$ cat src/rtl/irq_hub_pkg.sv
package irq_hub_pkg;
  localparam int NSRC   = 32;
  localparam int ADDR_W = 4;

  localparam int OFF_PEND = 'h0;
  localparam int OFF_EN   = 'h2;
  localparam int OFF_CLS  = 'h3;
  localparam int OFF_POL  = 'h4;
  localparam int OFF_TRG  = 'h5;
  localparam int OFF_MSK  = 'h6;
  localparam int OFF_VEC  = 'h7;
  localparam int OFF_VCFG = 'h8;
endpackage

$ cat src/rtl/irq_hub_sync.sv
module irq_hub_sync #(
  parameter int         W       = 32,
  parameter logic [W-1:0] RST_VAL = '1
) (
  input  logic         clk_i,
  input  logic         rst_ni,
  input  logic [W-1:0] d_i,
  output logic [W-1:0] q_o
);
  logic [W-1:0] meta_q, sync_q;

  always_ff @(posedge clk_i or negedge rst_ni) begin
    if (!rst_ni) begin
      meta_q <= RST_VAL;
      sync_q <= RST_VAL;
    end else begin
      meta_q <= d_i;
      sync_q <= meta_q;
    end
  end

  assign q_o = sync_q;
endmodule

$ cat src/rtl/irq_hub_sense.sv
module irq_hub_sense #(
  parameter int N = 32
) (
  input  logic         clk_i,
  input  logic         rst_ni,
  input  logic [N-1:0] lvl_i,
  input  logic [N-1:0] trig_i,
  input  logic [N-1:0] pol_i,
  input  logic [N-1:0] clr_i,
  output logic [N-1:0] pend_o
);
  logic [N-1:0] prev_q, pend_q, hit;

  for (genvar i = 0; i < N; i++) begin : g_src
    always_comb begin
      if (trig_i[i]) hit[i] = pol_i[i] ? (lvl_i[i] & ~prev_q[i]) : (~lvl_i[i] & prev_q[i]);
      else           hit[i] = (lvl_i[i] == pol_i[i]);
    end
  end

  // new event beats a same-cycle clear
  always_ff @(posedge clk_i or negedge rst_ni) begin
    if (!rst_ni) begin
      prev_q <= '1;
      pend_q <= '0;
    end else begin
      prev_q <= lvl_i;
      pend_q <= hit | (pend_q & ~clr_i);
    end
  end

  assign pend_o = pend_q;
endmodule

$ cat src/rtl/irq_hub_route.sv
module irq_hub_route #(
  parameter int N = 32
) (
  input  logic         clk_i,
  input  logic         rst_ni,
  input  logic [N-1:0] pend_i,
  input  logic [N-1:0] en_i,
  input  logic [N-1:0] cls_i,
  output logic [N-1:0] masked_o,
  output logic         crit_o,
  output logic         norm_o
);
  assign masked_o = pend_i & en_i;

  always_ff @(posedge clk_i or negedge rst_ni) begin
    if (!rst_ni) begin
      crit_o <= 1'b0;
      norm_o <= 1'b0;
    end else begin
      crit_o <= |(masked_o & cls_i);
      norm_o <= |(masked_o & ~cls_i);
    end
  end
endmodule

$ cat src/rtl/irq_hub.sv
module irq_hub
  import irq_hub_pkg::*;
#(
  parameter int N  = NSRC,
  parameter int AW = ADDR_W
) (
  input  logic          clk_i,
  input  logic          rst_ni,
  input  logic [N-1:0]  irq_src_i,
  input  logic [AW-1:0] addr_i,
  input  logic          wr_i,
  input  logic [N-1:0]  wdata_i,
  input  logic          rd_i,
  output logic [N-1:0]  rdata_o,
  output logic          crit_irq_o,
  output logic          norm_irq_o
);
  // registers held in bus order: bit N-1-n belongs to source n
  logic [N-1:0] en_q, cls_q, pol_q, trg_q;
  logic [N-1:0] pend_bus, msk_bus, clr_bus;
  logic [N-1:0] en_s, cls_s, pol_s, trg_s, clr_s, pend_s, msk_s, lvl_s;
  logic [N-1:0] rd_mux;

  logic sel_pend, sel_en, sel_cls, sel_pol, sel_trg, sel_msk;
  assign sel_pend = (addr_i == AW'(OFF_PEND));
  assign sel_en   = (addr_i == AW'(OFF_EN));
  assign sel_cls  = (addr_i == AW'(OFF_CLS));
  assign sel_pol  = (addr_i == AW'(OFF_POL));
  assign sel_trg  = (addr_i == AW'(OFF_TRG));
  assign sel_msk  = (addr_i == AW'(OFF_MSK));

  always_ff @(posedge clk_i or negedge rst_ni) begin
    if (!rst_ni) begin
      en_q  <= '0;
      cls_q <= '0;
      pol_q <= '0;
      trg_q <= '0;
    end else if (wr_i) begin
      if (sel_en)  en_q  <= wdata_i;
      if (sel_cls) cls_q <= wdata_i;
      if (sel_pol) pol_q <= wdata_i;
      if (sel_trg) trg_q <= wdata_i;
    end
  end

  assign clr_bus = (wr_i && sel_pend) ? wdata_i : '0;

  for (genvar i = 0; i < N; i++) begin : g_flip
    assign en_s[i]            = en_q[N-1-i];
    assign cls_s[i]           = cls_q[N-1-i];
    assign pol_s[i]           = pol_q[N-1-i];
    assign trg_s[i]           = trg_q[N-1-i];
    assign clr_s[i]           = clr_bus[N-1-i];
    assign pend_bus[N-1-i]    = pend_s[i];
    assign msk_bus[N-1-i]     = msk_s[i];
  end

  irq_hub_sync #(.W(N), .RST_VAL({N{1'b1}})) u_sync (
    .clk_i  (clk_i),
    .rst_ni (rst_ni),
    .d_i    (irq_src_i),
    .q_o    (lvl_s)
  );

  irq_hub_sense #(.N(N)) u_sense (
    .clk_i  (clk_i),
    .rst_ni (rst_ni),
    .lvl_i  (lvl_s),
    .trig_i (trg_s),
    .pol_i  (pol_s),
    .clr_i  (clr_s),
    .pend_o (pend_s)
  );

  irq_hub_route #(.N(N)) u_route (
    .clk_i    (clk_i),
    .rst_ni   (rst_ni),
    .pend_i   (pend_s),
    .en_i     (en_s),
    .cls_i    (cls_s),
    .masked_o (msk_s),
    .crit_o   (crit_irq_o),
    .norm_o   (norm_irq_o)
  );

  always_comb begin
    rd_mux = '0;
    if (sel_pend) rd_mux = pend_bus;
    if (sel_en)   rd_mux = en_q;
    if (sel_cls)  rd_mux = cls_q;
    if (sel_pol)  rd_mux = pol_q;
    if (sel_trg)  rd_mux = trg_q;
    if (sel_msk)  rd_mux = msk_bus;
  end

  always_ff @(posedge clk_i or negedge rst_ni) begin
    if (!rst_ni)   rdata_o <= '0;
    else if (rd_i) rdata_o <= rd_mux;
  end
endmodule

$ cat config.mk
export PLATFORM = sky130hd
export DESIGN_NAME = irq_hub
export DESIGN_NICKNAME = d
export VERILOG_FILES = /design/src/rtl/irq_hub_pkg.sv /design/src/rtl/irq_hub_sync.sv /design/src/rtl/irq_hub_sense.sv /design/src/rtl/irq_hub_route.sv /design/src/rtl/irq_hub.sv
export SDC_FILE = /design/constraint.sdc
export NUM_CORES = 1
export LEC_CHECK = 0
export BUFFER_PORTS_ARGS = -buffer_cell sky130_fd_sc_hd__buf_2
export CORE_ASPECT_RATIO = 1.25
export CORE_MARGIN = 8
export CORE_UTILIZATION = 60
export CTS_CLUSTER_SIZE = 10
export DETAILED_ROUTE_END_ITERATION = 8
export PLACE_DENSITY = 0.8
export SYNTH_ARGS = -nofsm -noshare
export SYNTH_HDL_FRONTEND = slang
export SYNTH_SLANG_ARGS = --single-unit
$ cat constraint.sdc
create_clock -name clk_i -period 1.3 [get_ports clk_i]
set_input_delay 0 -clock clk_i [delete_from_list [all_inputs] [get_ports clk_i]]
set_output_delay 0 -clock clk_i [all_outputs]
set_load 0.005 [all_outputs]
Word-level counts from Yosys, hierarchy flattened
Cells that the tools add are included.
- register bits after elaboration: 290
- input bits: 72
- output and inout port bits: 34
- logic and storage cells: 262
- eq/ne operators: 37
- mux-type cells: 71
- bitwise operators: 135
- reduce and logical (&&, ||, !) cells: 8
- operators with widths (operator ; number):
    32-bit two-way mux ; 7
    32-bit AND ; 4
    1-bit AND ; 64
    1-bit two-way mux ; 64
    1-bit NOT ; 64
    32-bit NOT ; 2
    32-bit OR reduction ; 2
    1-bit equality test ; 32
    32-bit OR ; 1
    4-bit by 3-bit equality test with 1-bit output, second input constant ; 3
    4-bit by 2-bit equality test with 1-bit output, second input constant ; 2
    2-bit AND reduction ; 4
    4-bit logical NOT ; 1
    1-bit logical AND ; 1

Longest topological paths before layout
Gate-level depths: netlist of run 1.
- word-level depth: 7
- depth in mapped cells: 7
- gate-level depth less buffers: 4

Cells and area by module
Synthesis of run 1 repeated with hierarchy kept, for this count alone.
- cell total of the unflattened synthesis: 1050
- area, all modules: 12829.8 µm²
- by module, submodules not included (module ; instances ; cells each ; area each (µm²) ; seq. area each (µm²)):
    irq_hub ; 1 ; 654 ; 7805.0 ; 4003.8
    irq_hub_sense ; 1 ; 224 ; 2722.6 ; 1641.6
    irq_hub_sync ; 1 ; 64 ; 1681.6 ; 1681.6
    irq_hub_route ; 1 ; 108 ; 620.6 ; 50.0

Least setup slack after synthesis of run 1
Ideal clock, no wire load.
- path kind: register to register
- start point: register en_q[22]
- end point: register rdata_o[22]
- library setup time: 121 ps
- data arrival time: 1038 ps
- required time: 1179 ps
- path slack: 141 ps
- cell stages (with the launch flop): 5
- buffers on the path: 0
- period minus slack after synthesis: 1159 ps
- cells stage by stage: dfrtp_1 -> mux2_4 -> a21oi_1 -> o22ai_1 -> a22o_1
- cells in the longest elaborated chain, start to end: 5
- elaborated cells on any way between the ends: 6
- those cells by class: 5 x mux; 1 x bitwise
- ends and longest elaborated chain (element ; line ; RTL):
    start: declaration ; irq_hub.sv:19 ; logic [N-1:0] en_q, cls_q, pol_q, trg_q;
    start signal: assignment ; irq_hub.sv:39 ; if (sel_en) en_q <= wdata_i;
    32-bit two-way mux ; irq_hub.sv:89 ; if (sel_en) rd_mux = en_q;
    32-bit two-way mux ; irq_hub.sv:90 ; if (sel_cls) rd_mux = cls_q;
    32-bit two-way mux ; irq_hub.sv:91 ; if (sel_pol) rd_mux = pol_q;
    32-bit two-way mux ; irq_hub.sv:92 ; if (sel_trg) rd_mux = trg_q;
    32-bit two-way mux * ; irq_hub.sv:93 ; if (sel_msk) rd_mux = msk_bus;
    end signal: assignment ; irq_hub.sv:98 ; else if (rd_i) rdata_o <= rd_mux;
    end: declaration ; irq_hub.sv:14 ; output logic [N-1:0] rdata_o,
Every way passes the cells marked *; elsewhere a longest branch is shown, timed or not.
A chain may end at the register's enable or synchronous reset.

Final worst setup path of run 1
- start point: register u_sense.pend_q[24], in the netlist u_sense.pend_o[24]
- end point: register rdata_o[7]
- cells in the longest elaborated chain, start to end: 6
- elaborated cells on any way between the ends: 7
- those cells by class: 6 x mux; 1 x bitwise
- ends and longest elaborated chain (element ; line ; RTL):
    start: declaration ; irq_hub_sense.sv:12 ; logic [N-1:0] prev_q, pend_q, hit;
    start signal: assignment ; irq_hub_sense.sv:28 ; pend_q <= hit | (pend_q & ~clr_i);
    32-bit two-way mux ; irq_hub.sv:88 ; if (sel_pend) rd_mux = pend_bus;
    32-bit two-way mux ; irq_hub.sv:89 ;
    32-bit two-way mux ; irq_hub.sv:90 ;
    32-bit two-way mux ; irq_hub.sv:91 ;
    32-bit two-way mux ; irq_hub.sv:92 ;
    32-bit two-way mux * ; irq_hub.sv:93 ;
Marks and branches as above.

==> impl_metrics.py, run 1 <==
metrics = {
    "routing": {
        "drt_wl_total_mm": 35.18,
        "drcViolationCount": 0,
        "vias": 9867,
        "via_per_inst": 6.202,
        "drt-pass1-iter-count": 6,
        "detail-route-antenna-nets": 0,
        "routedWlPerCell_um": 22.11,
        "initialDrtViolationCount": 855,
    },
    "cells_and_area": {
        "fillers": 1370,
        "regArea_mm2": 0.007380,
        "n_antenna_cell": 0,
        "fin_nets": 1359,
        "areaGrowthSynthToFinish_pct": 23.21,
        "drive_gt1_frac": 0.3758,
        "multi_input_area_mm2": 0.005301,
    },
    "yosys": {
        "syn-mean-instance-area_um2": 12.42,
        "yosysUniqueCellTypes": 45,
        "yosysMostFrequentCell": "dfrtp_1",
        "synth_enable_flop_cells": 0,
        "synthArstFlopShare": 1.000,
        "yosys-top-cells-count": "dfrtp_1, dfstp_2, nand2_1",
        "synth.yosys.warnings": 0,
        "synth-main-ff-cell": "dfrtp_1",
        "syn-num-nets": 1125,
        "ys_seq_elements": 290,
        "synth_top_area_share": 0.3712,
        "yosysSeqAreaShare": 0.5640,
        "synth_area_mm2": 0.01308,
        "syn-instance-count": 1053,
        "synth_top_area_cell": "dfrtp_1",
        "ys_top_cells_by_area": "dfrtp_1, dfstp_2, mux2_4, mux2_2, a21oi_1",
    },
    "power": {
        "total_leakage_power_nw": 6.964,
        "p_per_area_mw_per_mm2": 1565,
        "p_total_w": 0.02521,
        "ir_worst_vdd_mv": 1.264,
    },
    "clock_tree": {
        "cts.sinks": 290,
        "cts_max_level": 2,
        "numCtsBuffers": 35,
        "cts-root-buf": "clkbuf_16",
        "clkTransAtPathRegs_ns": 0.06,
        "cts_tree": "done",
        "clockBufferDepth": 3,
        "clk_latency_ns": 0.51,
    },
    "critical_path": {
        "endpoint_kind": "flip-flop",
        "cp_data_required_time_ns": 1.75,
        "path_max_fanout": 3,
        "startpoint_type": "flip-flop",
        "cp.arrival_ns": 1.74,
        "crit_type": "flip-flop to flip-flop",
        "r2r_cells": 5,
    },
    "sta": {
        "tns_ns": 0,
        "rsz0062_at_grt": "true",
        "fin_skew_ns": 0.01387,
        "hold_violations": 0,
        "setup_viol": 0,
        "drv_slew": 0,
        "fin_crit_ns": 1.294,
        "worstMarginPinSlew_ns": 0.3718,
        "relSlewSlack": 0.7521,
        "fmax_mhz": 773.0,
        "finalCritPeriodShare": 0.9951,
        "fin_ws_ns": 0.006374,
    },
    "die": {
        "ioPinCount": 106,
        "die_y_um": 181.1,
        "dieWidth_um": 148.1,
        "placementRows": 60,
        "core_mm2": 0.02147,
        "start_util": 0.6091,
        "dieArea_mm2": 0.02681,
    },
    "worst_hold_path": {
        "hold_path.class": "primary input to flip-flop",
        "hold_depth": 4,
    },
    "global_routing": {
        "grt_pass1_vias": 10320,
        "grt_max_degree": 56,
        "antenna_found_initial": 0,
        "grt_pass1_wl_mm": 55.51,
        "overflow": 0,
        "grtUsageTotal": 0.2587,
    },
    "place": {
        "gp_congestion": 0.8396,
        "pre_cts_slack_ns": -0.05887,
        "place_hpwl_mm": 21.87,
        "port_buffers": 105,
    },
    "status": {
        "status": "completed",
    },
    "flow_run": {
        "maxCapViolCount": 0,
    },
}
[per-stage QoR]
step                instance area, µm²  std cells    util  hold WS (ns)
CTS                              16010       1584  0.7456       0.01945
detailed placement               14300       1452  0.6659      -0.08488
global route                     16110       1591  0.7505       0.07380
finish                           16110       1591  0.7505       0.03328
floorplan                        13080       1053       -       -0.2956
global placement                 14300       1452  0.6659      -0.08545
[layout by cell type, fill, tap and decap left out, drive strengths merged, types with 9 or more instances in the layout]
master	n
dfrtp	194
buf	192
mux2	159
dfstp	96
nand2	95
a21oi	94
dlygate4sd3	68
clkbuf	58
o22ai	39
nor2	36
nor3	35
nand3	34
nor2b	32
nor3b	32
a211o	31
a2bb2oi	29
a22o	29
nand3b	12
nand4	9
[cells by family (layout without fill, tap and decap cells)]
kind of cell	Yosys count	after routing	share of synthesized area
DFF	290	290	0.5640
AOI/OAI and AO/OA	238	238	0.1237
and+or+nand+nor	298	298	0.1162
xor gates and xnor gates	2	2	0.001340
muxes	160	160	0.1600
buffers and inverters	65	324	0.03463
[flip-flops by register name, indices dropped and copies added (netlist names), 32 cells and up]
signal,flops
u_sense.prev_q,32
u_sync.meta_q,32
u_sense.pend_o,32
trg_q,32
en_q,32
cls_q,32
pol_q,32
rdata_o,32
u_sync.q_o,32
[path summary, 6_finish.rpt]
check / from / to / slack [ns]
max in group asynchronous: rst_ni / u_sync.q_o[27] / 0.13
worst max-delay path: u_sense.pend_o[24] / rdata_o[7] / 0.006
worst max register to register: u_sense.pend_o[24] / rdata_o[7] / 0.006
worst min register to register: u_sync.meta_q[30] / u_sync.q_o[30] / 0.35
min in group asynchronous: rst_ni / pol_q[26] / 0.52
worst min-delay path: addr_i[2] / rdata_o[27] / 0.03
[what timing repair did]
item                       4_1_cts  5_1_grt
buffers inserted                 2        7
hold endpoints to repair       437        0
resized for setup                1       13
setup endpoints to repair        2       12
hold buffers                    68        0
pin swaps                        1        7
[worst max-delay path, stage by stage, from the launching register on]
cell and delay (ns):
dfrtp_1 0.41, buf_4 0.14, nor3b_1 0.30, a21oi_2 0.07, o22ai_1 0.15, a22o_1 0.15
[report_power, final]
group	leakage [nW]	switching [W]	internal [W]	total, W
Combinational	3.17	0.00207	0.00273	0.00480
Clock	0.488	0.00360	0.00515	0.00876
Sequential	3.30	0.00127	0.0104	0.0117
[routing by layer]
| layer | part of all wire | GRT usage | up-vias |
|---|---|---|---|
| met5 | 0 | 0 | - |
| met2 | 0.50 | 0.4254 | 430 |
| li1 | - | - | 4326 |
| met1 | 0.40 | 0.3249 | 5011 |
| met3 | 0.068 | 0.05350 | 100 |
| met4 | 0.035 | 0.1112 | 0 |
[cell type report]
type                            instances  area share
Sequential cell                       290      0.4580
Inverter                                2   0.0004659
Multi-Input combinational cell        698      0.3290
Clock inverter                          4    0.001941
Clock buffer                           58     0.06095
Timing Repair Buffer                  260      0.1280
Tap cell                              279     0.02166
(Power assumes the default switching activity.)
==> run 2: changes to the inputs <==
--- a/config.mk
+++ b/config.mk
@@ -14,4 +14,5 @@
 export PLACE_DENSITY = 0.8
 export SYNTH_ARGS = -nofsm -noshare
 export SYNTH_HDL_FRONTEND = slang
+export SYNTH_HIERARCHICAL = 1
 export SYNTH_SLANG_ARGS = --single-unit
==> impl_metrics.py, run 2 <==
metrics = {
    "power": {
        "p_per_area_mw_per_mm2": 1546,
        "p_total_w": 0.02615,
        "internal_power_w": 0.01882,
        "power.share.clock": 0.340,
        "ir_worst_vdd_mv": 1.157,
        "p_comb_frac": 0.221,
        "switchingPower_w": 0.007325,
        "sequentialPowerShare": 0.439,
        "total_leakage_power_nw": 7.580,
        "sw_frac_of_total": 0.2801,
    },
    "yosys": {
        "yosys-top-cells-count": "dfrtp_1, dfstp_2, mux2_2",
        "syn-num-nets": 1122,
        "synth.yosys.warnings": 6,
        "synth_top_area_share": 0.3784,
        "yosysUniqueCellTypes": 37,
        "yosysSeqAreaShare": 0.5750,
        "syn-mean-instance-area_um2": 12.22,
        "ys_top_cells_by_area": "dfrtp_1, dfstp_2, mux2_2, a221o_1, mux2_4",
        "synth_area_mm2": 0.01283,
        "synth_enable_flop_cells": 0,
        "synth-main-ff-cell": "dfrtp_1",
        "synthArstFlopShare": 1.000,
        "syn-instance-count": 1050,
        "yosysMostFrequentCell": "dfrtp_1",
        "synth_top_area_cell": "dfrtp_1",
        "ys_seq_elements": 290,
    },
    "sta": {
        "drv_slew": 0,
        "relSlewSlack": 0.7597,
        "worstMarginPinSlew_ns": 0.3572,
        "setup_viol": 2,
        "fin_crit_ns": 1.550,
        "fmax_mhz": 645.1,
        "rsz0062_at_grt": "true",
        "fin_ws_ns": -0.2502,
        "finalCritPeriodShare": 1.192,
        "hold_violations": 0,
        "fin_skew_ns": 0.01580,
        "tns_ns": -0.4744,
    },
    "global_routing": {
        "grtUsageTotal": 0.2820,
        "grt_pass1_wl_mm": 59.40,
        "grt_max_degree": 56,
        "grt_pass1_vias": 11030,
        "antenna_found_initial": 0,
        "overflow": 0,
    },
    "routing": {
        "drt-pass1-iter-count": 5,
        "detail-route-antenna-nets": 0,
        "initialDrtViolationCount": 757,
        "vias": 10400,
        "via_per_inst": 6.191,
        "drcViolationCount": 0,
        "routedWlPerCell_um": 22.51,
        "drt_wl_total_mm": 37.80,
    },
    "die": {
        "placementRows": 60,
        "ioPinCount": 106,
        "core_mm2": 0.02125,
        "dieWidth_um": 146.8,
        "die_y_um": 179.5,
        "dieArea_mm2": 0.02635,
        "start_util": 0.6039,
    },
    "worst_hold_path": {
        "hold_depth": 4,
        "hold_path.class": "primary input to flip-flop",
        "hp-start": "rd_i",
        "whs_endpoint": "rdata_o[1]",
    },
    "cells_and_area": {
        "final_common_cell": "dfrtp_1",
        "fin_cells": 1679,
        "areaGrowthSynthToFinish_pct": 31.81,
        "final_cell_mix": "dfrtp_1, buf_4, buf_2",
        "n_antenna_cell": 0,
        "drive_gt1_frac": 0.4293,
        "fin_area_mm2": 0.01691,
        "fin_nets": 1445,
    },
    "critical_path": {
        "cp_data_required_time_ns": 1.69,
        "startpoint_type": "flip-flop",
        "r2r_end": "u_route/crit_o",
        "crit_type": "flip-flop to flip-flop",
        "r2r_start": "en_q[3]",
        "path_max_fanout": 2,
        "r2r_cells": 5,
        "endpoint_kind": "flip-flop",
        "r2r_slack_ns": -0.25,
        "cp.arrival_ns": 1.94,
    },
    "clock_tree": {
        "numCtsBuffers": 35,
        "clockBufferDepth": 3,
        "cts-root-buf": "clkbuf_16",
        "cts_max_level": 2,
        "clk_latency_ns": 0.52,
        "cts.sinks": 290,
        "cts_tree": "done",
        "clkTransAtPathRegs_ns": 0.06,
    },
    "flow_run": {
        "maxCapViolCount": 0,
    },
    "place": {
        "place_hpwl_mm": 22.57,
        "gp_congestion": 0.8657,
        "port_buffers": 105,
        "post_dp_cell_area_mm2": 0.01497,
        "dp_cells": 1545,
        "pre_cts_slack_ns": -0.3247,
    },
    "status": {
        "status": "finished, violations left",
        "violations": "setup timing",
    },
}
## run 2: power by group through the flow
stage / clock, W / sequential (W) / combinational, W
final: 0.00890 / 0.0115 / 0.00577
after CTS: 0.00899 / 0.0114 / 0.00548
after floorplan: 0 / 0.0113 / 0.00251
after global routing: 0.00933 / 0.0116 / 0.00614
after global placement: 0 / 0.0115 / 0.00498
after detailed placement: 0 / 0.0115 / 0.00516
## run 2: timing repair
action                                 in CTS  in global routing
setup endpoints to repair                   3                 53
endpoints found under the hold margin     404                  0
setup buffers                               6                  0
hold buffers                               66                  0
gates resized for setup                    12                 29
pin swaps                                  10                 12
## run 2: logic make-up after synthesis
family / share of synthesized area
multiplexers: 0.1211
AO/OA/AOI/OAI: 0.1692
AND/OR/NAND/NOR: 0.1036
flip-flops: 0.5750
buffers and inverters: 0.03111
## run 2: routing by layer
layer | global-route usage | part of all wire | up-vias
li1 | - | - | 4493
met1 | 0.3496 | 0.39 | 5272
met2 | 0.4691 | 0.50 | 507
met3 | 0.05000 | 0.070 | 123
met4 | 0.1367 | 0.039 | 0
met5 | 0 | 0 | -
## run 2: worst max path at each step
stage	from	to	slack, ns	cells past startpoint
6_report	en_q[3]	u_route/crit_o	-0.25	5
5_1_grt	u_sense/pend_o[28]	u_route/crit_o	-0.29	5
4_1_cts	u_sense/pend_o[22]	u_route/crit_o	-0.22	5
3_5_place_dp	u_sense/pend_o[27]	u_route/crit_o	-0.32	5
3_3_place_gp	addr_i[3]	pol_q[24]	-0.28	6
2_1_floorplan	en_q[8]	u_route/crit_o	-0.07	5
## run 2: critical path, cell delays in order (launching register included)
cell,delay [ns]
dfrtp_1,0.39
nand2_2,0.10
inv_2,0.05
a22oi_1,0.23
nand4_1,0.17
or4_1,0.49
## run 2: area by class of cell
| type | instances | area, µm² |
|---|---|---|
| Clock buffer | 61 | 994.7 |
| Clock inverter | 3 | 33.78 |
| Fill cell | 1158 | 4334 |
| Inverter | 33 | 123.9 |
| Multi-Input combinational cell | 665 | 5263 |
| Sequential cell | 290 | 7377 |
| Tap cell | 279 | 349.1 |
| Timing Repair Buffer | 348 | 2770 |
## run 2: metrics by stage
stage | hold slack [ns] | util
after CTS | 0.03915 | 0.7883
after global placement | -0.07716 | 0.7048
after global routing | 0.09292 | 0.7960
after detailed placement | -0.07948 | 0.7048
after floorplan | -0.2956 | -
final | 0.07447 | 0.7960
